[src/rtl/bcseq_pkg.sv]
// Shared types for the chain sequencer.
// Assumes the control word of a block carries its flags in bits 6..0.
package bcseq_pkg;

    // Control word flags, bit 6 down to bit 0.
    typedef struct packed {
        logic gap_en;    // bit 6: pause before next block
        logic poll_en;   // bit 5: compare returned status word
        logic alt_bus;   // bit 4: retries toggle the bus
        logic bus_b;     // bit 3: first attempt on bus B
        logic rty_to;    // bit 2: retry on response timeout
        logic rty_err;   // bit 1: retry on message error
        logic rty_busy;  // bit 0: retry on busy terminal
    } blk_ctl_t;

    typedef enum logic [2:0] {
        ST_IDLE,
        ST_FETCH,
        ST_CTL,
        ST_NXT,
        ST_LAUNCH,
        ST_WAIT,
        ST_GAP
    } seq_state_t;

endpackage

[src/rtl/bcseq_retry_eval.sv]
// Retry decision for one finished attempt.
// Purely combinational. Assumes the result flags are valid while the
// engine's done strobe is high.
module bcseq_retry_eval
    import bcseq_pkg::*;
#(
    parameter int MAX_RETRY = 4,
    parameter int CNT_W     = 3
) (
    input  blk_ctl_t         ctl,
    input  logic             res_busy,
    input  logic             res_err,
    input  logic             res_timeout,
    input  logic [CNT_W-1:0] retry_cnt,
    input  logic             cur_bus,
    output logic             do_retry,
    output logic             exhausted,
    output logic             next_bus
);

    logic cond_hit;
    logic room_left;

    // Find an enabled failure and whether the retry budget allows another attempt.
    always_comb begin
        cond_hit  = (res_busy & ctl.rty_busy) |
                    (res_err & ctl.rty_err) |
                    (res_timeout & ctl.rty_to);
        room_left = (retry_cnt < CNT_W'(MAX_RETRY));
        do_retry  = cond_hit & room_left;
        exhausted = cond_hit & ~room_left;
        next_bus  = ctl.alt_bus ? ~cur_bus : cur_bus;
    end

endmodule

[src/rtl/bcseq_gap_timer.sv]
// Intermessage pause timer.
// A divider makes one microsecond tick every TICK_DIV cycles, and a
// down counter of microseconds ends the pause. expire is high in the last
// cycle of a pause lasting us_load*TICK_DIV cycles. Assumes us_load != 0.
module bcseq_gap_timer #(
    parameter int TICK_DIV = 12,
    parameter int GW       = 8
) (
    input  logic          clk,
    input  logic          rst_n,
    input  logic          load,
    input  logic [GW-1:0] us_load,
    output logic          active,
    output logic          expire
);

    localparam int DIV_W = (TICK_DIV > 1) ? $clog2(TICK_DIV) : 1;

    logic [DIV_W-1:0] div_q;
    logic [GW-1:0]    us_q;
    logic             tick;

    // Mark the last cycle of each microsecond and of the whole pause.
    always_comb begin
        tick   = active && (div_q == DIV_W'(TICK_DIV - 1));
        expire = tick && (us_q == GW'(1));
    end

    // Run the cycle divider and the microsecond down counter.
    always_ff @(posedge clk) begin
        if (!rst_n) begin
            active <= 1'b0;
            div_q  <= '0;
            us_q   <= '0;
        end else if (load) begin
            active <= 1'b1;
            div_q  <= '0;
            us_q   <= us_load;
        end else if (active) begin
            if (tick) begin
                div_q <= '0;
                us_q  <= us_q - GW'(1);
                if (expire) active <= 1'b0;
            end else begin
                div_q <= div_q + DIV_W'(1);
            end
        end
    end

    // A running pause never has an empty microsecond count.
    p_gap_nonzero_r8: assert property (@(posedge clk) disable iff (!rst_n)
        active |-> (us_q != '0));

    // A pause ends in the cycle after expire.
    p_gap_stops_r8: assert property (@(posedge clk) disable iff (!rst_n)
        (expire && !load) |=> !active);

endmodule

[src/rtl/bcseq_poll_cmp.sv]
// Polling compare for the final attempt of a message.
// Registers a one-cycle mismatch pulse. Assumes eval is high for exactly
// the cycle in which the final result is presented.
module bcseq_poll_cmp #(
    parameter int DW = 16
) (
    input  logic          clk,
    input  logic          rst_n,
    input  logic          eval,
    input  logic          poll_en,
    input  logic          res_timeout,
    input  logic [DW-1:0] status,
    input  logic [DW-1:0] cmp,
    output logic          irq_mismatch
);

    // Raise the mismatch pulse when a polled status word differs from the compare value.
    always_ff @(posedge clk) begin
        if (!rst_n) irq_mismatch <= 1'b0;
        else        irq_mismatch <= eval && poll_en && !res_timeout && (status != cmp);
    end

    // The pulse only follows an evaluated final result.
    p_poll_after_eval_r7: assert property (@(posedge clk) disable iff (!rst_n)
        irq_mismatch |-> $past(eval));

    // The pulse lasts a single cycle.
    p_poll_pulse_r7: assert property (@(posedge clk) disable iff (!rst_n)
        irq_mismatch |=> !irq_mismatch);

endmodule

[src/rtl/bc_chain_sequencer.sv]
// Linked-list message sequencer for a dual-redundant bus controller.
// Fetches the control word and next pointer of each block, launches the
// transfer engine, retries under control-word rules, checks polled status
// words and inserts optional pauses. Assumes memory reads return data one
// cycle after mem_rd_en and that the engine pulses xfer_done once per start.
module bc_chain_sequencer
    import bcseq_pkg::*;
#(
    parameter int AW        = 16,
    parameter int DW        = 16,
    parameter int GW        = 8,
    parameter int MAX_RETRY = 4,
    parameter int TICK_DIV  = 12
) (
    input  logic          clk,
    input  logic          rst_n,
    input  logic          go,
    input  logic [AW-1:0] head_ptr,
    input  logic [GW-1:0] gap_us,
    input  logic [DW-1:0] poll_cmp,
    output logic          mem_rd_en,
    output logic [AW-1:0] mem_addr,
    input  logic [DW-1:0] mem_rdata,
    output logic          xfer_start,
    output logic          xfer_bus,
    output logic [AW-1:0] xfer_blk,
    input  logic          xfer_done,
    input  logic          res_busy,
    input  logic          res_err,
    input  logic          res_timeout,
    input  logic [DW-1:0] res_status,
    output logic          irq_exhausted,
    output logic          irq_poll_mismatch,
    output logic          chain_done,
    output logic          seq_busy
);

    localparam int CNT_W = $clog2(MAX_RETRY + 1);
    localparam int CTL_W = $bits(blk_ctl_t);

    seq_state_t       state_q;
    logic [AW-1:0]    ptr_q;
    logic [AW-1:0]    nxt_q;
    blk_ctl_t         ctl_q;
    logic [CNT_W-1:0] retry_cnt_q;
    logic             bus_q;

    logic do_retry;
    logic exhausted;
    logic next_bus;
    logic final_eval;
    logic gap_load;
    logic gap_active;
    logic gap_expire;

    bcseq_retry_eval #(
        .MAX_RETRY (MAX_RETRY),
        .CNT_W     (CNT_W)
    ) u_eval (
        .ctl         (ctl_q),
        .res_busy    (res_busy),
        .res_err     (res_err),
        .res_timeout (res_timeout),
        .retry_cnt   (retry_cnt_q),
        .cur_bus     (bus_q),
        .do_retry    (do_retry),
        .exhausted   (exhausted),
        .next_bus    (next_bus)
    );

    bcseq_gap_timer #(
        .TICK_DIV (TICK_DIV),
        .GW       (GW)
    ) u_gap (
        .clk     (clk),
        .rst_n   (rst_n),
        .load    (gap_load),
        .us_load (gap_us),
        .active  (gap_active),
        .expire  (gap_expire)
    );

    bcseq_poll_cmp #(
        .DW (DW)
    ) u_poll (
        .clk          (clk),
        .rst_n        (rst_n),
        .eval         (final_eval),
        .poll_en      (ctl_q.poll_en),
        .res_timeout  (res_timeout),
        .status       (res_status),
        .cmp          (poll_cmp),
        .irq_mismatch (irq_poll_mismatch)
    );

    // Decode memory requests, engine strobes and timer loading from the state.
    always_comb begin
        mem_rd_en  = (state_q == ST_FETCH) || (state_q == ST_CTL);
        mem_addr   = (state_q == ST_CTL) ? ptr_q + AW'(1) : ptr_q;
        xfer_start = (state_q == ST_LAUNCH);
        xfer_bus   = bus_q;
        xfer_blk   = ptr_q;
        seq_busy   = (state_q != ST_IDLE);
        final_eval = (state_q == ST_WAIT) && xfer_done && !do_retry;
        gap_load   = final_eval && (nxt_q != '0) && ctl_q.gap_en && (gap_us != '0);
    end

    // Main sequencing: fetch, launch, retry, pause, chain.
    always_ff @(posedge clk) begin
        if (!rst_n) begin
            state_q       <= ST_IDLE;
            ptr_q         <= '0;
            nxt_q         <= '0;
            ctl_q         <= '0;
            retry_cnt_q   <= '0;
            bus_q         <= 1'b0;
            irq_exhausted <= 1'b0;
            chain_done    <= 1'b0;
        end else begin
            irq_exhausted <= 1'b0;
            chain_done    <= 1'b0;
            case (state_q)
                ST_IDLE: begin
                    if (go) begin
                        ptr_q   <= head_ptr;
                        state_q <= ST_FETCH;
                    end
                end
                ST_FETCH: state_q <= ST_CTL;
                ST_CTL: begin
                    ctl_q   <= blk_ctl_t'(mem_rdata[CTL_W-1:0]);
                    state_q <= ST_NXT;
                end
                ST_NXT: begin
                    nxt_q       <= mem_rdata[AW-1:0];
                    retry_cnt_q <= '0;
                    bus_q       <= ctl_q.bus_b;
                    state_q     <= ST_LAUNCH;
                end
                ST_LAUNCH: state_q <= ST_WAIT;
                ST_WAIT: begin
                    if (xfer_done) begin
                        if (do_retry) begin
                            retry_cnt_q <= retry_cnt_q + CNT_W'(1);
                            bus_q       <= next_bus;
                            state_q     <= ST_LAUNCH;
                        end else begin
                            irq_exhausted <= exhausted;
                            if (nxt_q == '0) begin
                                chain_done <= 1'b1;
                                state_q    <= ST_IDLE;
                            end else if (gap_load) begin
                                state_q <= ST_GAP;
                            end else begin
                                ptr_q   <= nxt_q;
                                state_q <= ST_FETCH;
                            end
                        end
                    end
                end
                ST_GAP: begin
                    if (gap_expire) begin
                        ptr_q   <= nxt_q;
                        state_q <= ST_FETCH;
                    end
                end
                default: state_q <= ST_IDLE;
            endcase
        end
    end

    // Start strobes are single-cycle.
    p_start_pulse_r9: assert property (@(posedge clk) disable iff (!rst_n)
        xfer_start |=> !xfer_start);

    // The bus is held while waiting for a result.
    p_bus_hold_r9: assert property (@(posedge clk) disable iff (!rst_n)
        (state_q == ST_WAIT && $past(state_q) == ST_WAIT) |-> $stable(xfer_bus));

    // The retry counter never passes its limit.
    p_retry_bound_r4: assert property (@(posedge clk) disable iff (!rst_n)
        (state_q == ST_WAIT) |-> (retry_cnt_q <= CNT_W'(MAX_RETRY)));

    // Exhaustion is reported only right after a finished attempt.
    p_exh_after_done_r6: assert property (@(posedge clk) disable iff (!rst_n)
        irq_exhausted |-> $past(xfer_done));

    // The pause state and the timer agree.
    p_gap_state_r8: assert property (@(posedge clk) disable iff (!rst_n)
        (state_q == ST_GAP) |-> gap_active);

    // The end-of-chain pulse leaves the sequencer idle.
    p_done_idle_r2: assert property (@(posedge clk) disable iff (!rst_n)
        chain_done |-> !seq_busy);

endmodule

[config.mk]
export PLATFORM = sky130hd
export DESIGN_NAME = bc_chain_sequencer
export DESIGN_NICKNAME = d
export VERILOG_FILES = /design/src/rtl/bcseq_pkg.sv /design/src/rtl/bcseq_retry_eval.sv /design/src/rtl/bcseq_gap_timer.sv /design/src/rtl/bcseq_poll_cmp.sv /design/src/rtl/bc_chain_sequencer.sv
export SDC_FILE = /design/constraint.sdc
export NUM_CORES = 1
export LEC_CHECK = 0
export BUFFER_PORTS_ARGS = -buffer_cell sky130_fd_sc_hd__buf_2
export CAP_MARGIN = 40
export CELL_PAD_IN_SITES_DETAIL_PLACEMENT = 1
export CELL_PAD_IN_SITES_GLOBAL_PLACEMENT = 1
export CORE_AREA = 2 2 101 103
export DETAILED_ROUTE_END_ITERATION = 8
export DIE_AREA = 0 0 103 105
export PLACE_DENSITY = 0.74
export SLEW_MARGIN = 20
export SYNTH_ARGS = -nofsm -noshare
export SYNTH_HDL_FRONTEND = slang
export SYNTH_HIERARCHICAL = 1
export SYNTH_SLANG_ARGS = --single-unit
[constraint.sdc]
create_clock -name clk -period 2.9 [get_ports clk]
set_input_delay 0.58 -clock clk [delete_from_list [all_inputs] [get_ports clk]]
set_output_delay 0.58 -clock clk [all_outputs]
set_load 0.02 [all_outputs]
==> metrics.csv, run 1 <==
stage;metric;value;unit
setup_path;cp_slowest_cell;nor3b_2;
floorplan;number_of_i_o_pins;118;
sta;rsz0062_at_grt;false;
grt;grt.total_usage;19.0;%
setup_path;critPathMaxFanout;5;
sta;layout_worst_path_cycle_share;92.2;%
clocking;cts_hold_repair.buffers;0;
setup_path;slowest_delay;0.36;ns
place;detailedPlace.worstSlack;0.265;ns
yosys;ys.warnings.count;6;
place;numPlacedInstances;627;
sta;setup_viol;0;
place;buffer_ports.inserted;117;
setup_path;worst_path_most_repeated_cell;nor3b_2;
drt;vias_per_cell;5.09;
finish;drive_above_1_share;31.4;%
sta;worst-slew-pin-transition;0.612;ns
yosys;seq_area_frac_synth;36.6;%
finish;design.final.nets;591;
drt;drt_drc_violations_left;0;
sta;post-route-worst-setup-slack;0.226;ns
setup_path;timing.setup.critical_path_class;flop to output port;
drt;post_detailed_route_wirelength_per_cell;15.5;microns
yosys;number_of_flops_mapped_to_enable_cells_by_yosys;0;
setup_path;worst_path_dominant_cell_family;simple AND/OR/NAND/NOR gates;
finish;multi_input_gate_area_in_the_final_layout;0.00200;sq mm
grt;grt_pass1_wl;16.3;mm
yosys;synth_fp_nets;473;
grt;first_global_vias;3422;
setup_path;crit_path_start_kind;flop;
clocking;clock_sinks;62;
power_and_ir_drop;p_per_area;670;mW/mm^2
power_and_ir_drop;worst_ir_drop_vdd;0.257;mV
sta;tns_setup;0;ns
place;dp_hpwl;7.81;mm
floorplan;die_width;103;microns
drt;postRouteAntennaNets;0;
finish;seqCellArea;0.00124;sq mm
floorplan;core_area;0.00964;sq mm
drt;finalWirelength;10.0;mm
drt;vias;3285;
yosys;synth.top_cells.by_count;62 x dfxtp_1, 62 x nand2_1, 28 x xnor2_1, 26 x a21oi_1, 21 x nor2_1;
floorplan;area_enclosed_by_the_die_boundary;0.0108;sq mm
job;cap_violations;0;
grt;antenna_found_initial;0;
yosys;synthDistinctLibCells;53;
drt;detail_route.iter0.violations;82;
clocking;clk_path_buf_depth;2;
drt;drt_first_pass_iters;4;
clocking;tritoncts_clock_tree;built;
setup_path;timing.critical_path.cells;nor3b_2, and3_1, nor3b_2, nand3_1, xnor2_1, buf_2;
sta;fmax;0.374;GHz
grt;global_route.overflow_total;0;
sta;post-route-min-period;2.67;ns
yosys;post_synth_main_area_contributors;dfxtp_1 37%, xnor2_1 7.2%, nand2_1 6.9%;
grt;largest_net_degree_at_the_start_of_global_routing;30;
setup_path;arrival_worst_endpoint;2.09;ns
yosys;synthCells;389;
yosys;yosys_register_bits;62;
setup_path;crit_buf_inv;1;
power_and_ir_drop;cellLeakagePower;1.96;nW
sta;timing.final.max_slew_violations;0;
clocking;cts_buffers;9;
outcome;outcome;completed;
finish;n_fill_cell;1209;
yosys;ys.flop_type;dfxtp_1;
sta;slew-limit-headroom;58.8;%
sta;setup_clock_skew_after_layout;0.0106;ns
setup_path;cp.required;2.32;ns
floorplan;floorplan.initialDensity;35.2;%
finish;area_growth_from_synthesis_to_final_layout;28.9;%
worst_hold_path;worstHoldPathType;flop to flop;
place;gp_routability_congestion;0.756;
yosys;synth.largest_area_cell;dfxtp_1;
yosys;syn-cell-area;0.00339;sq mm
finish;finish.cell_count_without_fillers;645;
setup_path;regToRegSetupSlack;0.62;ns
finish;antenna-diode-count;0;
clocking;clk_latency;0.34;ns
clocking;cts-htree-levels;3;
yosys;avgSynthCellArea;8.71;sq um
yosys;synth_top_area_share;36.6;%
setup_path;end_kind;output port;
clocking;clkTransAtPathRegs;0.07;ns
sta;report.final.hold_viol_count;0;
floorplan;rows;36;
clocking;cts.root.buffer_cell;clkbuf_8;
yosys;postSynth.asyncResetShare;0;%
floorplan;die_h;105;microns
power by group:
part / switching (mW) / total [mW] / internal [mW]
Combinational: 0.554 / 0.912 / 0.358
Clock: 0.357 / 0.977 / 0.620
Sequential: 0.0954 / 1.04 / 0.944
kinds of logic (layout without fill, tap and decap cells):
logic type,count (synthesis),in the layout,share of synthesized area (%)
mux,22,22,6.57
xor+xnor,36,36,9.30
flops,62,62,36.6
fa+ha+maj,5,5,1.85
compound gates,79,79,17.2
buf+inv,29,152,4.43
simple gates,156,156,24.0
layout by cell type (no fill, tap or decap), drive strengths merged, types with 8 or more instances in the layout:
cell type / count
buf: 129
nand2: 62
dfxtp: 62
xnor2: 28
a21oi: 26
nor2: 21
mux2i: 20
o2bb2ai: 16
o21ai: 12
clkbuf: 11
nor4: 9
nand4: 9
nand3: 9
nor3: 9
xor2: 8
inv: 8
tightest hold or removal path: stages (launching register included):
cell,delay [ns]
dfxtp_1,0.32
nand2_1,0.05
a21oi_1,0.05
final timing paths:
| kind | startpoint | to | cells after the start |
|---|---|---|---|
| max | state_q[2] | mem_addr[12] | 6 |
| min | ctl_q[2] | ctl_q[2] | 2 |
| max reg2reg | u_gap/us_q[3] | xfer_blk[2] | 7 |
| min reg2reg | ctl_q[2] | ctl_q[2] | 2 |
cell type report:
type	count	area share, %
inverters	7	0.601
well taps	133	3.81
multi-input cells	298	45.9
clock buffers	11	3.47
flip-flops and latches	62	28.4
clock inverters	5	2.38
repair buffers	129	15.5
repair_timing:
item / 4_1_cts / 5_1_grt
buffers inserted: 0 / 2
setup endpoints to repair: 0 / 2
resized for setup: 0 / 1
state kept, by name (all words and copies together), names as in the netlist:
| name | cells |
|---|---|
| retry_cnt_q | 3 |
| u_gap/us_q | 8 |
| u_poll/irq_mismatch | 1 |
| irq_exhausted | 1 |
| ctl_q | 7 |
| xfer_blk | 16 |
| chain_done | 1 |
| state_q | 3 |
| xfer_bus | 1 |
| u_gap/div_q | 4 |
| u_gap/active | 1 |
| nxt_q | 16 |
layer usage:
| layer | track usage [%] | vias to the layer above | wire, microns |
|---|---|---|---|
| li1 | - | 1627 | - |
| met1 | 23.2 | 1550 | 4500 |
| met2 | 32.7 | 93 | 4870 |
| met3 | 4.15 | 15 | 476 |
| met4 | 5.73 | 0 | 162 |
| met5 | 0 | - | 0 |
stage by stage:
step	hold WS [ns]	utilization [%]	power [mW]	area, sq um
2_1_floorplan	0.432	-	1.67	3390
3_3_place_gp	0.448	42.5	1.95	4090
3_5_place_dp	0.463	42.5	1.98	4090
4_1_cts	0.464	45.1	2.96	4350
5_1_grt	0.466	45.3	3.09	4370
6_report	0.470	45.3	2.93	4370
Note: power is estimated with default switching activity, not from simulation.
==> run 2: changes to the inputs <==
--- a/config.mk
+++ b/config.mk
@@ -5,14 +5,15 @@
 export SDC_FILE = /design/constraint.sdc
 export NUM_CORES = 1
 export LEC_CHECK = 0
+export ABC_AREA = 1
 export BUFFER_PORTS_ARGS = -buffer_cell sky130_fd_sc_hd__buf_2
 export CAP_MARGIN = 40
 export CELL_PAD_IN_SITES_DETAIL_PLACEMENT = 1
 export CELL_PAD_IN_SITES_GLOBAL_PLACEMENT = 1
-export CORE_AREA = 2 2 101 103
+export CORE_AREA = 2 2 109 111
 export DETAILED_ROUTE_END_ITERATION = 8
-export DIE_AREA = 0 0 103 105
-export PLACE_DENSITY = 0.74
+export DIE_AREA = 0 0 111 113
+export PLACE_DENSITY = 0.77
 export SLEW_MARGIN = 20
 export SYNTH_ARGS = -nofsm -noshare
 export SYNTH_HDL_FRONTEND = slang
==> run 2 against run 1 <==
Compared with the run above: clock power up 13%; global-route usage up 1.4 points; combinational power about the same; synthesized cell count up 66%; total power up 5.3%; non-clock buffer count down 5; clock-buffer cell count unchanged; critical path depth up 3; sequential power about the same.
==> metrics.csv, run 2 <==
stage;metric;value;unit
place;gp_routability_congestion;0.847;
sta;timing.final.max_slew_violations;0;
setup_path;crit_buf_inv;1;
job;cap_violations;0;
yosys;synthCells;646;
setup_path;arrival_worst_endpoint;2.06;ns
outcome;outcome;completed;
finish;fin_util;43.7;%
floorplan;rows;39;
yosys;yosys_register_bits;62;
floorplan;floorplan.initialDensity;34.6;%
setup_path;worst_r2r_endpoint;xfer_blk[10];
yosys;avgSynthCellArea;6.04;sq um
clocking;clkTransAtPathRegs;0.05;ns
setup_path;timing.critical_path.cells;nor2_2, nand2_2, nor2_2, nand2_1, nor2_2, nand2_1, nor2_1, xor2_1, buf_2;
setup_path;cp.required;2.32;ns
clocking;cts.root.buffer_cell;clkbuf_16;
grt;antenna_found_initial;0;
power_and_ir_drop;worst_ir_drop_vdd;0.321;mV
setup_path;worst_path_dominant_cell_family;simple AND/OR/NAND/NOR gates;
power_and_ir_drop;p_per_area;625;mW/mm^2
sta;slew-limit-headroom;52.4;%
yosys;syn-cell-area;0.00390;sq mm
drt;vias_per_cell;4.68;
clocking;cts_buffers;9;
setup_path;crit_path_start;state_q[0];
drt;detail_route.iter0.violations;252;
finish;mostFrequentLayoutCell;nand2_1;
clocking;clock_sinks;62;
sta;post-route-min-period;2.64;ns
yosys;ys.flop_type;dfxtp_1;
sta;tns_setup;0;ns
grt;global_route.overflow_total;0;
sta;worst-slew-pin-transition;0.711;ns
yosys;yosysMostFrequentCell;nand2_1;
place;dp_hpwl;9.78;mm
setup_path;ff2ff_path_depth;10;
floorplan;number_of_i_o_pins;118;
sta;rsz0062_at_grt;false;
worst_hold_path;timing.hold.worst_path_depth;2;
grt;first_global_vias;4509;
worst_hold_path;worstHoldPathType;flop to flop;
yosys;post_synth_main_area_contributors;dfxtp_1 32%, nand2_1 16%, nor2_1 12%;
drt;drt_drc_violations_left;0;
finish;most-common-layout-cells;168 x nand2_1, 125 x nor2_1, 117 x buf_2;
clocking;cts_hold_repair.buffers;0;
yosys;synth_fp_nets;730;
drt;drt_first_pass_iters;4;
clocking;cts-htree-levels;3;
yosys;seq_area_frac_synth;31.8;%
floorplan;core_area;0.0113;sq mm
yosys;number_of_flops_mapped_to_enable_cells_by_yosys;0;
grt;grt.total_usage;20.3;%
sta;fmax;0.379;GHz
setup_path;regToRegStartpoint;u_gap/div_q[0];
drt;vias;4257;
setup_path;critPathMaxFanout;7;
yosys;synth_top_area_share;31.8;%
sta;layout_worst_path_cycle_share;91.0;%
yosys;ys.warnings.count;6;
finish;seqCellArea;0.00124;sq mm
finish;antenna-diode-count;0;
finish;area_growth_from_synthesis_to_final_layout;26.4;%
setup_path;cp.depth;9;
finish;multi_input_gate_area_in_the_final_layout;0.00220;sq mm
finish;design.final.nets;845;
clocking;tritoncts_clock_tree;built;
drt;finalWirelength;12.3;mm
yosys;postSynth.asyncResetShare;0;%
floorplan;area_enclosed_by_the_die_boundary;0.0125;sq mm
finish;n_fill_cell;1562;
sta;setup_viol;0;
finish;drive_above_1_share;21.5;%
yosys;synthDistinctLibCells;33;
clocking;clk_latency;0.34;ns
clocking;clk_path_buf_depth;2;
grt;grt_pass1_wl;20.9;mm
setup_path;slowest_delay;0.38;ns
sta;setup_clock_skew_after_layout;0.00588;ns
setup_path;worstSetupEndpoint;mem_addr[13];
place;buffer_ports.inserted;117;
setup_path;crit_path_start_kind;flop;
setup_path;cp_slowest_cell;dfxtp_1;
setup_path;timing.setup.critical_path_class;flop to output port;
sta;report.final.hold_viol_count;0;
power_and_ir_drop;cellLeakagePower;2.66;nW
drt;postRouteAntennaNets;0;
yosys;synth.top_cells.by_count;169 x nand2_1, 126 x nor2_1, 90 x inv_1, 62 x dfxtp_1, 58 x nand3_1;
setup_path;end_kind;output port;
yosys;synth.largest_area_cell;dfxtp_1;
drt;post_detailed_route_wirelength_per_cell;13.5;microns
floorplan;die_h;113;microns
grt;largest_net_degree_at_the_start_of_global_routing;33;
setup_path;worst_path_most_repeated_cell;nor2_2;
floorplan;die_width;111;microns
setup_path;regToRegSetupSlack;0.55;ns
run 2: how the worst min path moves through the flow:
stage / startpoint / slack [ns] / end
after CTS: retry_cnt_q[1] / 0.48 / retry_cnt_q[1]
final: retry_cnt_q[1] / 0.48 / retry_cnt_q[1]
after detailed placement: retry_cnt_q[1] / 0.47 / retry_cnt_q[1]
after global routing: retry_cnt_q[1] / 0.50 / retry_cnt_q[1]
after global placement: retry_cnt_q[1] / 0.46 / retry_cnt_q[1]
after floorplan: ctl_q[5] / 0.44 / u_poll/irq_mismatch
run 2: logic make-up (layout without fill, tap and decap cells):
group,Yosys count,count (layout),share of synthesized area (%)
DFF,62,62,31.8
adders and majority gates,5,5,1.60
AOI/OAI and AO/OA,66,66,9.01
and+or+nand+nor,379,379,41.3
buffers and inverters,115,235,12.0
xor gates and xnor gates,19,19,4.27
run 2: layout make-up:
cell class | instances | share of cell area [%]
clock buffer | 11 | 5.13
inverter | 95 | 7.28
sequential | 62 | 25.2
multi-input combinational | 469 | 44.7
tap | 143 | 3.63
clock inverter | 5 | 1.17
timing repair buffer | 124 | 12.9
run 2: worst reg2reg max path: cells and delay by family (launching register included):
family	cells	cell delay (ns)
AO/OA/AOI/OAI	1	0.07
adder cells (fa/ha/maj)	1	0.27
buffers and inverters	1	0.24
flip-flops	1	0.36
AND/OR/NAND/NOR	7	1.35
run 2: timing repair:
action                                 in CTS  in global routing
setup endpoints to repair                   0                  5
gates resized for setup                     0                  4
setup buffers                               0                  0
endpoints found under the hold margin       0                  0
run 2: report_power, final:
group          switching [mW]  total [mW]  internal (mW)
logic                   0.582       0.911          0.329
registers               0.121        1.07          0.953
clock network           0.387        1.10          0.711
total                    1.09        3.08           1.99
run 2: per-layer routing:
layer | vias to the layer above | share of wire, % | GRT usage [%]
met2 | 79 | 49 | 35.9
met4 | 0 | 1.7 | 5.92
met1 | 1929 | 46 | 24.7
met5 | - | 0 | 0
li1 | 2226 | - | -
met3 | 23 | 3.7 | 4.77
run 2: stage by stage:
| step | cell area, sq um | hold slack (ns) | power (mW) | instances | setup WS, ns |
|---|---|---|---|---|---|
| global placement | 4610 | 0.460 | 1.97 | 893 | 0.555 |
| global route | 4930 | 0.500 | 3.28 | 909 | 0.0595 |
| floorplan | 3900 | 0.442 | 1.67 | 646 | 0.704 |
| CTS | 4920 | 0.478 | 3.12 | 909 | 0.0715 |
| detailed placement | 4610 | 0.470 | 2.00 | 893 | 0.457 |
| finish | 4930 | 0.477 | 3.08 | 909 | 0.261 |
